--- src/rtl/rf_ram.sv ---
module rf_ram #(
  parameter int DATA_W     = 32,
  parameter int ADDR_W     = 6,
  parameter int LANE_W     = 8,
  parameter bit READ_FIRST = 1'b1
) (
  input  logic                       clk,
  input  logic [DATA_W/LANE_W-1:0]   wr_be,
  input  logic [ADDR_W-1:0]          wr_addr,
  input  logic [DATA_W-1:0]          wr_data,
  input  logic                       rd_en,
  input  logic [ADDR_W-1:0]          rd_addr,
  output logic [DATA_W-1:0]          rd_data
);
  localparam int NL    = DATA_W / LANE_W;
  localparam int DEPTH = 1 << ADDR_W;

  logic [DATA_W-1:0] mem [DEPTH];

  logic [ADDR_W-1:0] c_addr;
  logic [DATA_W-1:0] c_data;
  logic [NL-1:0]     c_be;
  logic [DATA_W-1:0] c_mask;
  logic              armed = 1'b0;

  always_ff @(posedge clk) armed <= 1'b1;

  generate
    if (READ_FIRST) begin : g_delay
      logic [ADDR_W-1:0] q_addr;
      logic [DATA_W-1:0] q_data;
      logic [NL-1:0]     q_be = '0;
      always_ff @(posedge clk) begin
        q_addr <= wr_addr;
        q_data <= wr_data;
        q_be   <= wr_be;
      end
      assign c_addr = q_addr;
      assign c_data = q_data;
      assign c_be   = q_be;

      a_r3_capture: assert property (@(posedge clk) disable iff (!armed)
        1'b1 |=> (q_be == $past(wr_be)) &&
                 ($past(wr_be) == '0 || (q_addr == $past(wr_addr) && q_data == $past(wr_data))));
    end else begin : g_direct
      assign c_addr = wr_addr;
      assign c_data = wr_data;
      assign c_be   = wr_be;
    end

    for (genvar l = 0; l < NL; l++) begin : g_lane
      assign c_mask[l*LANE_W +: LANE_W] = {LANE_W{c_be[l]}};
    end
  endgenerate

  wire hit = (c_be != '0) && (c_addr == rd_addr);

  always_ff @(posedge clk) begin
    for (int l = 0; l < NL; l++)
      if (c_be[l]) mem[c_addr][l*LANE_W +: LANE_W] <= c_data[l*LANE_W +: LANE_W];
  end

  always_ff @(posedge clk) begin
    if (rd_en)
      rd_data <= hit ? ((c_data & c_mask) | (mem[rd_addr] & ~c_mask)) : mem[rd_addr];
  end

  always_ff @(posedge clk) begin
    if (!armed) a_r2_no_early_write: assert (c_be == '0 || !READ_FIRST);
  end

  a_r7_hold: assert property (@(posedge clk) disable iff (!armed)
    !rd_en |=> $stable(rd_data));

  a_r5_bypass: assert property (@(posedge clk) disable iff (!armed)
    (rd_en && hit) |=> ((rd_data ^ $past(c_data)) & $past(c_mask)) == '0);

  a_r6_lane_mask: assert property (@(posedge clk) disable iff (!armed)
    $countones(c_mask) == $countones(c_be) * LANE_W);
endmodule

--- config.mk ---
export PLATFORM = sky130hd
export DESIGN_NAME = rf_ram
export DESIGN_NICKNAME = d
export VERILOG_FILES = /design/src/rtl/rf_ram.sv
export SDC_FILE = /design/constraint.sdc
export NUM_CORES = 2
export LEC_CHECK = 0
export CORE_MARGIN = 10
export CORE_UTILIZATION = 61
export CTS_CLUSTER_DIAMETER = 60
export DETAILED_ROUTE_END_ITERATION = 8
export GPL_TIMING_DRIVEN = 0
export PLACE_DENSITY = 0.78
export SKIP_CTS_REPAIR_TIMING = 1
export SYNTH_ARGS = -nofsm -noshare
export SYNTH_HDL_FRONTEND = slang
export SYNTH_SLANG_ARGS = --single-unit
--- constraint.sdc ---
create_clock -name clk -period 2.7 [get_ports clk]
set_clock_uncertainty 0.2 [all_clocks]
set_input_delay 0.405 -clock clk [delete_from_list [all_inputs] [get_ports clk]]
set_output_delay 0.405 -clock clk [all_outputs]
set_load 0.01 [all_outputs]
# [Word level (Yosys, flattened, before mapping)]
# Memories as Yosys holds them, arrays and structs flattened.
# Cells that the tools add are included.
# W data, S select, Z words.
[word_totals] latch_bits=0 reg_bits=74 n_memories=1 inputBits=50 romBits=0 word_cells=21 mem_bits_rw=2048 out_inout_bits=32
[classes] add_sub_neg=0 reduce_logical=2 shifts=0 n_mul=0 magnitude_cmp=0 eq_ne=1 div=0 bitwise=4 muxes=9
[memory_table] name="mem" depth=64 width=32 read_ports=1 rd_clocked_by_memory_dff=0 write_ports=1 line="18" rtl="logic [DATA_W-1:0] mem [DEPTH];"
[ops] cell="$and A32 B32 Y32" count=2
[ops] cell="$mux W32" count=1
[ops] cell="$not A32 Y32" count=1
[ops] cell="$or A32 B32 Y32" count=1
[ops] cell="$mux W1" count=8
[ops] cell="$eq A6 B6 Y1" count=1
[ops] cell="$reduce_bool A4 Y1" count=1
[ops] cell="$logic_and A1 B1 Y1" count=1

# [Depth between registers and ports, before layout]
[logic_depth] ltp_word=4 ltp_mapped=10 ltp_nobuf=6

# [Least setup slack after synthesis]
# No wires, ideal clock.
[synth_path] kind="input -> register" start="in rd_addr[4]" end="reg rd_data[28] (data pin)" t_required_ns=2.235 arrival_time_ns=2.016 slack_ns=0.218 stages=9 setup_time_ns=0.265 n_path_buf=3 cell_sequence="buf_2 -> buf_2 -> clkbuf_1 -> mux4_2 -> a22o_1 -> a31oi_1 -> nand4_1 -> o31ai_1 -> mux2i_1"
[synth_between] elab_chain_len=4 word_cells_on_any_way=6 cone_classes="eq/ne (1); mux (1); bitwise (2); reduce/logical (1); memory (1)"
[synth_rtl] item="from (decl)" line="12" rtl="input logic [ADDR_W-1:0] rd_addr,"
[synth_rtl] item="$mem_v2 Z64 W32"
[synth_rtl] item="$and A32 B32 Y32" line="65" rtl="rd_data <= hit ? ((c_data & c_mask) | (mem[rd_addr] & ~c_mask)) : mem[rd_addr];"
[synth_rtl] item="$or A32 B32 Y32" line="65"
[synth_rtl] item="$mux W32 *" line="65"
[synth_rtl] item="to (signal assigned)" line="65"
[synth_rtl] item="to (decl)" line="13" rtl="output logic [DATA_W-1:0] rd_data"
# Every way passes the cells marked *; elsewhere a longest branch is shown, timed or not.
# A chain may end at the register's enable or synchronous reset.

# [Final worst setup path]
[layout_path] start="mem mem[53][23]" end="reg rd_data[23] (data pin)"
[layout_between] elab_chain_len=4
[layout_rtl] item="from (decl)" line="18"
[layout_rtl] item="$mem_v2 Z64 W32 *"
[layout_rtl] item="$and A32 B32 Y32" line="65"
[layout_rtl] item="$or A32 B32 Y32" line="65"
[layout_rtl] item="$mux W32 *" line="65"
# Marks and branches as above.

==> qor.yml <==
timing:
  tightest_slew_ns: 1.206
  period_minus_slack_ns: 2.924
  relSlewSlack_pct: 19.01
  layout_setup_ws_ns: -0.2238
  hold_slack_ns: 0.03433
  hold_viol: 0
  rsz0062_at_grt: "true"
  min_period_over_period_pct: 108.3
  setup_tns_ns: -11.30
  finalSetupViolations: 385
  fmax_mhz: 342.0
  final-max-slew-violation-count: 0
clocking:
  cts.sinks: 2122
  clk_pin_slew_ns: 0.06
  clk_path_buf_depth: 3
  tritoncts: "done"
  clk_latency_ns: 0.86
  cts_max_level: 4
  cts_made_buffers: 200
  cts-root-buf: "clkbuf_16"
pwr:
  power_density_mw_per_mm2: 722.9
  leakage_nw: 32.10
  finalPower_mw: 68.15
  vdd_drop_max_mv: 0.6131
synth:
  async_flop_share_pct: 0
  syn-instance-count: 4412
  syn_area_per_cell_um2: 18.73
  synth_seq_cells: 2122
  yosysSeqAreaShare_pct: 76.59
  syn-num-nets: 4462
  synth_area_mm2: 0.08265
  synthFlopType: "edfxtp_1"
  synth_cell_types: 42
  ys_warn_count: 0
  synth_edf_count: 2080
setup_path:
  critPathKind: "reg -> reg"
  start_kind: "register"
  critPathArrivalTime_ns: 3.30
  required_ns: 3.08
  critPathMaxFanout: 1
  r2r_slack_ns: -0.22
  end_kind: "register"
detailed_routing:
  drtIter0Drc: 7740
  routed_wirelength_um: 238700
  drt-vias-per-instance: 6.868
  antenna_left: 0
  drtPass1Iterations: 6
  via_count: 46230
  drc: 0
  wl_per_cell_um: 35.47
layout:
  final_cell_area_mm2: 0.09428
  fin_util_pct: 69.86
  nets: 4809
  drive_above_1_share_pct: 21.12
  final_cells: 6731
  syn_to_final_growth_pct: 14.07
die:
  die_x_um: 388.1
  die_y_um: 388.1
  core_mm2: 0.1350
  initial_core_util_pct: 61.24
  io-pin-count: 82
  rows: 135
  dieArea_mm2: 0.1506
outcome:
  violations: "negative setup slack"
  status: "complete, but fails checks"
placed_design:
  dp_hpwl_um: 156000
  gp_congestion: 0.9834
  dp_cells: 6291
  place_worst_setup_slack_ns: -2.214
  port_buffers: 78
  dpl_cell_area_mm2: 0.08613
global_routing:
  grt_pass1_vias: 44510
  antenna_found_initial: 26
  grt_max_degree: 66
  grt_pass1_wl_um: 327700
  grt_overflow: 0
  track_usage_pct: 30.90
worst_hold_path:
  hp-class: "in -> reg"
run:
  maxCapViolations: 0
[layout by cell type, fill, tap and decap left out, drive strengths merged, types with 6 or more instances in the layout]
cell and count:
o21ai 28, nor2 72, nor2b 6, a22oi 240
or3 30, bufinv 11, dfxtp 42, a31oi 36
and2 254, o221ai 32, and3 9, mux4 168
clkbuf 420, nand3 60, nand2 105, nor4 6
a21oi 36, clkinv 71, o31ai 28, buf 144
dlygate4sd3 42, nand3b 7, mux2i 720, diode 35
nand4 29, edfxtp 2080, o22ai 64, clkdlybuf4s50 75
a22o 32, inv 34
[state kept, by name, summed over array words and instances, names as in the netlist]
| name | flops |
|---|---|
| c_addr | 6 |
| c_be | 4 |
| c_data | 32 |
| mem | 2048 |
| rd_data | 32 |
[worst paths after layout]
| check | from | to | depth (start not counted) |
|---|---|---|---|
| setup / recovery | mem[53][23]$_DFFE_PP_ | rd_data[23]$_DFFE_PP_ | 6 |
| hold / removal | rd_en | rd_data[3]$_DFFE_PP_ | 1 |
| setup reg to reg | mem[53][23]$_DFFE_PP_ | rd_data[23]$_DFFE_PP_ | 6 |
| hold reg to reg | c_data[22]$_DFF_P_ | mem[12][22]$_DFFE_PP_ | 0 |
[area by class of cell]
cell class / count / area (um^2)
timing repair buffer: 152 / 1687
inverter: 29 / 108.9
buffer: 262 / 1617
sequential: 2122 / 63380
clock inverter: 90 / 784.5
fill: 7994 / 40680
tap: 1781 / 2228
clock buffer: 268 / 5460
antenna: 35 / 87.58
multi-input combinational: 1992 / 18930
[cells in the mapped netlist, drive strengths merged, types with 4 or more instances]
library cell     n  area share (%)
nor2b            6           0.045
xnor2            4           0.042
a21oi           36            0.22
nand4           29            0.22
nand3b           7           0.064
a32oi            4           0.042
o31ai           28            0.25
nor4             6           0.053
o21ai           28            0.17
or3b             4           0.042
mux2i          720             8.7
and2           254             1.9
buf            138             1.0
mux2             4           0.054
a22oi          240             2.2
nor2            72            0.33
nand3           60            0.36
o22ai           64            0.48
or3             30            0.23
and3             9           0.068
mux4           168             4.6
a22o            32            0.34
dfxtp           42             1.0
a221oi           4           0.042
o221ai          32            0.34
inv             29            0.13
clkbuf         131            0.59
edfxtp        2080              76
a31oi           36            0.27
nand2          105            0.49
[kinds of logic (layout without fill, tap and decap cells)]
logic type / after synthesis / after routing / share of synthesized area [%]
flip-flops: 2122 / 2122 / 76.59
other: 0 / 35 / 0
AND/OR/NAND/NOR: 590 / 590 / 3.889
AO/OA/AOI/OAI: 504 / 504 / 4.342
XOR/XNOR: 6 / 6 / 0.06358
buffers and inverters: 298 / 801 / 1.768
multiplexers: 892 / 892 / 13.35
[critical path, cell delays in order, from the launching register on]
cell      delay, ns
edfxtp_1       0.40
mux4_2         0.52
mux2i_2        0.27
nor2_1         0.21
nor4_4         0.45
a32oi_2        0.24
mux2_2         0.35
[routing by layer]
metal | track usage (%) | wire (um)
met2 | 45.11 | 107000
met5 | 0 | 59
met3 | 11.66 | 35920
met1 | 40.46 | 81890
met4 | 16.33 | 13810
[where the power goes]
| part | internal (mW) | switching, mW |
|---|---|---|
| sequential | 36.5 | 0.503 |
| combinational | 1.34 | 2.61 |
| clock | 15.2 | 12.0 |
No activity file was read; power rests on OpenSTA's default activity.
